[src/rtl/efork_pkg.sv]
package efork_pkg;

    // State held for one branch of the fork.
    typedef struct packed {
        logic pend;   // 1: branch still owes a transfer for the current token
    } br_state_t;

    localparam br_state_t BR_STATE_RESET = '{pend: 1'b1};

endpackage

[src/rtl/efork_branch.sv]
module efork_branch
    import efork_pkg::*;
(
    input  logic clk,
    input  logic rst_n,
    input  logic root_valid,
    input  logic root_xfer,
    input  logic br_stall,
    output logic br_valid,
    output logic br_block
);

    br_state_t st_q;
    br_state_t st_d;

    always_comb begin
        st_d     = st_q;
        br_valid = root_valid & st_q.pend;
        br_block = st_q.pend & br_stall;
        if (root_xfer) begin
            st_d.pend = 1'b1;
        end else if (br_valid && !br_stall) begin
            st_d.pend = 1'b0;
        end
    end

    always_ff @(posedge clk or negedge rst_n) begin
        if (!rst_n) begin
            st_q <= BR_STATE_RESET;
        end else begin
            st_q <= st_d;
        end
    end

endmodule

[src/rtl/efork_any.sv]
module efork_any #(
    parameter int WIDTH = 2
) (
    input  logic [WIDTH-1:0] bits_in,
    output logic             any_out
);

    always_comb begin
        any_out = 1'b0;
        for (int k = 0; k < WIDTH; k++) begin
            any_out = any_out | bits_in[k];
        end
    end

endmodule

[src/rtl/efork.sv]
module efork #(
    parameter int BRANCHES = 3
) (
    input  logic                clk,
    input  logic                rst_n,
    input  logic                root_valid,
    output logic                root_stall,
    output logic [BRANCHES-1:0] br_valid,
    input  logic [BRANCHES-1:0] br_stall
);

    logic [BRANCHES-1:0] block_w;
    logic                root_xfer;

    assign root_xfer = root_valid & ~root_stall;

    for (genvar g = 0; g < BRANCHES; g++) begin : g_branch
        efork_branch u_br (
            .clk       (clk),
            .rst_n     (rst_n),
            .root_valid(root_valid),
            .root_xfer (root_xfer),
            .br_stall  (br_stall[g]),
            .br_valid  (br_valid[g]),
            .br_block  (block_w[g])
        );
    end

    efork_any #(.WIDTH(BRANCHES)) u_any (
        .bits_in(block_w),
        .any_out(root_stall)
    );

endmodule

[config.mk]
export PLATFORM = sky130hd
export DESIGN_NAME = efork
export DESIGN_NICKNAME = d
export VERILOG_FILES = /design/src/rtl/efork_pkg.sv /design/src/rtl/efork_branch.sv /design/src/rtl/efork_any.sv /design/src/rtl/efork.sv
export SDC_FILE = /design/constraint.sdc
export NUM_CORES = 1
export LEC_CHECK = 0
export ABC_AREA = 1
export BUFFER_PORTS_ARGS = -buffer_cell sky130_fd_sc_hd__buf_2
export CAP_MARGIN = 25
export CORE_AREA = 2 2 39 41
export CTS_CLUSTER_DIAMETER = 50
export DETAILED_ROUTE_END_ITERATION = 10
export DIE_AREA = 0 0 41 43
export PLACE_DENSITY = 0.43
export SLEW_MARGIN = 20
export SYNTH_ARGS = -nofsm -noshare
export SYNTH_HDL_FRONTEND = slang
export SYNTH_SLANG_ARGS = --single-unit
export TNS_END_PERCENT = 10
[constraint.sdc]
create_clock -name clk -period 1.1 [get_ports clk]
set_input_delay 0.22 -clock clk [delete_from_list [all_inputs] [get_ports clk]]
set_output_delay 0.22 -clock clk [all_outputs]
set_load 0.1 [all_outputs]
== Word-level counts from Yosys, hierarchy flattened ==
Cells that the tools add are included.

* Output and inout port bits: 4
* Flip-flop bits (word level): 3
* Logic and storage cells: 28
* Bits of input ports: 6

* Reductions and logical operators: 9
* Multiplexer cells: 6
* Bitwise gates (word level): 10

{| class="wikitable"
|+ Operators with widths
! operator !! number
|-
| $and A1 B1 Y1 || 7
|-
| $mux W1 || 6
|-
| $reduce_bool A2 Y1 || 3
|-
| $logic_and A1 B1 Y1 || 3
|-
| $logic_not A1 Y1 || 3
|-
| $or A1 B1 Y1 || 2
|-
| $not A1 Y1 || 1
|}

== Logic depth before layout (Yosys ltp) ==
* Depth after elaboration: 6
* Mapped depth: 3
* Depth with buffers taken out: 3

== By module ==
From an unflattened synthesis, not the netlist that was laid out.

* Cell total of the unflattened synthesis: 32
* Area, all modules: 216.5 um^2

{| class="wikitable"
|+ By module, submodules not included
! module !! area an instance (um^2) !! sequential area each (um^2) !! instances !! cells an instance
|-
| efork_branch || 65.1 || 26.3 || 3 || 9
|-
| efork_any || 11.3 || 0.0 || 1 || 3
|-
| efork || 10.0 || 0.0 || 1 || 2
|}

== Worst setup path after synthesis ==
No wires, ideal clock.

* Kind: reg-to-output
* From: reg g_branch[1].u_br.st_q
* To: out root_stall
* Arrival time: 1318 ps
* Path buffers: 0
* Data required time: 880 ps
* Setup slack: -438 ps
* Cell stages (with the launch flop): 3
* Cell sequence: dfstp_2 -> nand2_1 -> nand3_1

* Cells in the longest elaborated chain, start to end: 3

{| class="wikitable"
|+ RTL lines
! element !! RTL line !! source
|-
| from (decl) || efork_branch.sv:13 || <nowiki>br_state_t st_q;</nowiki>
|-
| from (signal assigned) || efork_branch.sv:31 || <nowiki>st_q <= st_d;</nowiki>
|-
| $and A1 B1 Y1 || efork_branch.sv:19 || <nowiki>br_block = st_q.pend & br_stall;</nowiki>
|-
| $or A1 B1 Y1 (2 in series) || efork_any.sv:11 || <nowiki>any_out = any_out | bits_in[k];</nowiki>
|-
| to (decl) || efork.sv:7 || <nowiki>output logic root_stall,</nowiki>
|}

Every way passes these cells.

== Final worst setup path ==
* From: reg g_branch[0].u_br.st_q
* To: out root_stall

* Cells in the longest elaborated chain, start to end: 3

{| class="wikitable"
|+ RTL lines
! element !! RTL line
|-
| from (decl) || efork_branch.sv:13
|-
| from (signal assigned) || efork_branch.sv:31
|-
| $and A1 B1 Y1 || efork_branch.sv:19
|-
| $or A1 B1 Y1 (2 in series) || efork_any.sv:11
|}

Every way passes these cells.

==> out/results.txt <==
Wire length after detailed routing: 349 um
Num Clock Sinks: 3
Post-CTS setup buffer count: 0
Post-route ant nets: 0
Clk pin slew, worst setup/hold paths: 0.04 ns
Final nets: 42
Critical path data required time: 0.88 ns
GR Overflow Total: 0
Sort of element at the start of the critical path: flop
Number of hold violations in the final report: 0
Biggest area consumer among synthesized cells: sky130_fd_sc_hd__dfstp_2
Worst setup path category: reg -> out
Worst slew slack as a fraction of its limit: 91.5%
Post-route fraction of the period consumed by the critical path: 119%
Maximum fanout along the worst path: 3
Setup-failing EPs final: 4
Number of pins exceeding their max-slew limit in the final report: 0
Final HPWL DP: 301 um
Main flop type after synthesis: sky130_fd_sc_hd__dfstp_2
Achievable Freq: 0.763 GHz
Number of flip-flops in the largest register: 3
Dominant cell by count in the synthesized netlist: sky130_fd_sc_hd__nand2_1
FP Rows: 14
Arrival time of the worst setup path: 1.09 ns
Area overhead of the layout relative to synthesis: 91.5%
Register containing the most flip-flops in the final layout: g_branch.u_br.st_q
DR iter-0 viols: 0
Post-detailed-route DRC marker count: 0
Master cell of the clock root buffer: sky130_fd_sc_hd__clkbuf_4
Failing checks: setup timing
Static Leakage: 0.167 nW
Mapped Avg Cell Area: 7.35 um^2
Initial Util: 12.7%
Core region area: 1380 um^2
Weighted congestion reported at the end of routability-driven placement: 0.614
Number of global-route vias before repair: 148
Number of antenna violations at the first check in global routing: 0
Top-Level Pins: 10
Crit path capture type: output pin
Class of the tightest hold or removal check: in -> reg
Number of enable flip-flop cells after synthesis: 0
Most numerous cell types in the synthesized netlist: sky130_fd_sc_hd__nand2_1 (9), sky130_fd_sc_hd__buf_4 (3), sky130_fd_sc_hd__dfstp_2 (3), sky130_fd_sc_hd__inv_1 (3), sky130_fd_sc_hd__o21ai_1 (3)
Number of inserted filler cells in the final layout: 156
Clock Skew: 0.00207 ns
Total nets after synthesis: 30
Antenna Diode Count: 0
CTS H-tree depth: 1
Cell area after technology mapping: 176 um^2
Time the final worst path needs with I/O delays and setup: 1.31 ns
Ys Warns: 0
Maximum number of pins on one net before global-route repair: 6
First-pass GRT wire length: 489 um
Vias per Instance: 3.45
Result of the run: finished, violations left
Utilization after layout: 24.4%
Max Cap Violations: 0
Unrepaired setup endpoints after global routing: true
Highest ir drop seen on vdd: 0.519 mV
Vertical die dimension: 43 um
Pre-Repair DR Iteration Count: 1
CTS tree: built
Area contributors post-synth: sky130_fd_sc_hd__dfstp_2 (45%), sky130_fd_sc_hd__nand2_1 (19%), sky130_fd_sc_hd__buf_4 (13%)
GRT Overall Usage: 5.13%
Via total after detailed routing: 176
Worst skew pair latency: 0.23 ns
Largest registers ranked by flip-flop count: g_branch.u_br.st_q x3
Routed wire per std cell: 6.84 um
Power per Cell Area: 2590 nW/um^2
Width of the die: 41 um
Actual slew at the worst max-slew pin: 0.127 ns
Fin worst setup slack: -0.211 ns
Share of synthesized flip-flops with an asynchronous set or reset: 100%
Post-synth top area share: 44.7%
Summed negative setup slack over all endpoints: -0.728 ns
Share of synthesized area occupied by flip-flops and latches: 44.7%
Number of buffers created by CTS: 3
Flip-flop and latch count after synthesis: 3
Hold WS: 0.246 ns
Die Footprint: 1760 um^2
Unique cell type count in the Yosys netlist: 8
CTS max path bufs: 2
Instance count of the mapped netlist: 24
Share of final-layout standard cells stronger than drive strength 1: 68.6%
I/O Buffers: 9
==> final timing paths <==
kind | end | depth (start not counted) | start | slack, ns
hold reg to reg | g_branch[0].u_br.st_q | 2 | g_branch[0].u_br.st_q | 0.50
min in group asynchronous | g_branch[2].u_br.st_q | 2 | rst_n | 0.48
hold / removal | g_branch[2].u_br.st_q | 3 | br_stall[2] | 0.25
setup / recovery | root_stall | 3 | g_branch[0].u_br.st_q | -0.21
max in group asynchronous | g_branch[1].u_br.st_q | 2 | rst_n | 0.60
setup reg to reg | g_branch[1].u_br.st_q | 3 | g_branch[0].u_br.st_q | 0.21
==> area by class of cell <==
class,instances,area [um^2],area share (%)
clock buffers,4,26.3,7.78
well taps,16,20.0,5.93
multi-input cells,14,82.6,24.4
flip-flops and latches,3,78.8,23.3
inverters,4,15.0,4.44
repair buffers,10,115,34.1
==> stage by stage <==
step                std cells  total power, mW  setup slack, ns  cell area, um^2
global placement           46            0.666         -0.00327              292
CTS                        51            0.891           -0.226              338
global route               51            0.927           -0.257              338
floorplan                  24            0.526          0.00407              189
finish                     51            0.874           -0.211              338
detailed placement         46            0.667         -0.00828              292
==> metal layers <==
| layer | track usage (%) | up-vias | wire, um |
|---|---|---|---|
| met1 | 2.91 | 77 | 114 |
| li1 | - | 93 | - |
| met4 | 10.0 | 0 | 0 |
| met5 | 0 | - | 0 |
| met3 | 3.14 | 0 | 41 |
| met2 | 6.56 | 6 | 192 |
==> power by group <==
group | internal, mW | leakage [nW] | switching (mW)
combinational | 0.170 | 0.120 | 0.317
clock | 0.136 | 0.0150 | 0.0540
sequential | 0.169 | 0.0316 | 0.0285
==> worst max-delay path, stage by stage, from the launching register on <==
cell	delay [ns]
sky130_fd_sc_hd__dfstp_2	0.53
sky130_fd_sc_hd__nand2_2	0.07
sky130_fd_sc_hd__nand3_4	0.09
sky130_fd_sc_hd__buf_12	0.17
==> cells by family after synthesis <==
group / share of synthesized area (%)
AND/OR/NAND/NOR: 25.5
buffers and inverters: 21.3
flip-flops: 44.7
AO/OA/AOI/OAI: 8.51
==> timing repair <==
| action | in CTS | in global routing |
|---|---|---|
| setup endpoints to repair | 4 | 4 |
| gates resized for setup | 7 | 0 |
| hold endpoints to repair | 3 | 0 |
| hold buffers | 1 | 0 |
| pin swaps | 1 | 0 |
==> cell usage in the layout, fill, tap and decap left out <==
cell type / instances
sky130_fd_sc_hd__nand3_4: 1
sky130_fd_sc_hd__buf_12: 4
sky130_fd_sc_hd__nand4_1: 1
sky130_fd_sc_hd__dlygate4sd3_1: 1
sky130_fd_sc_hd__clkbuf_4: 3
sky130_fd_sc_hd__clkbuf_1: 1
sky130_fd_sc_hd__nand2_1: 5
sky130_fd_sc_hd__nand2_2: 4
sky130_fd_sc_hd__buf_2: 5
sky130_fd_sc_hd__o21ai_1: 3
sky130_fd_sc_hd__inv_2: 4
sky130_fd_sc_hd__dfstp_2: 3
Note: power is estimated with default switching activity, not from simulation.
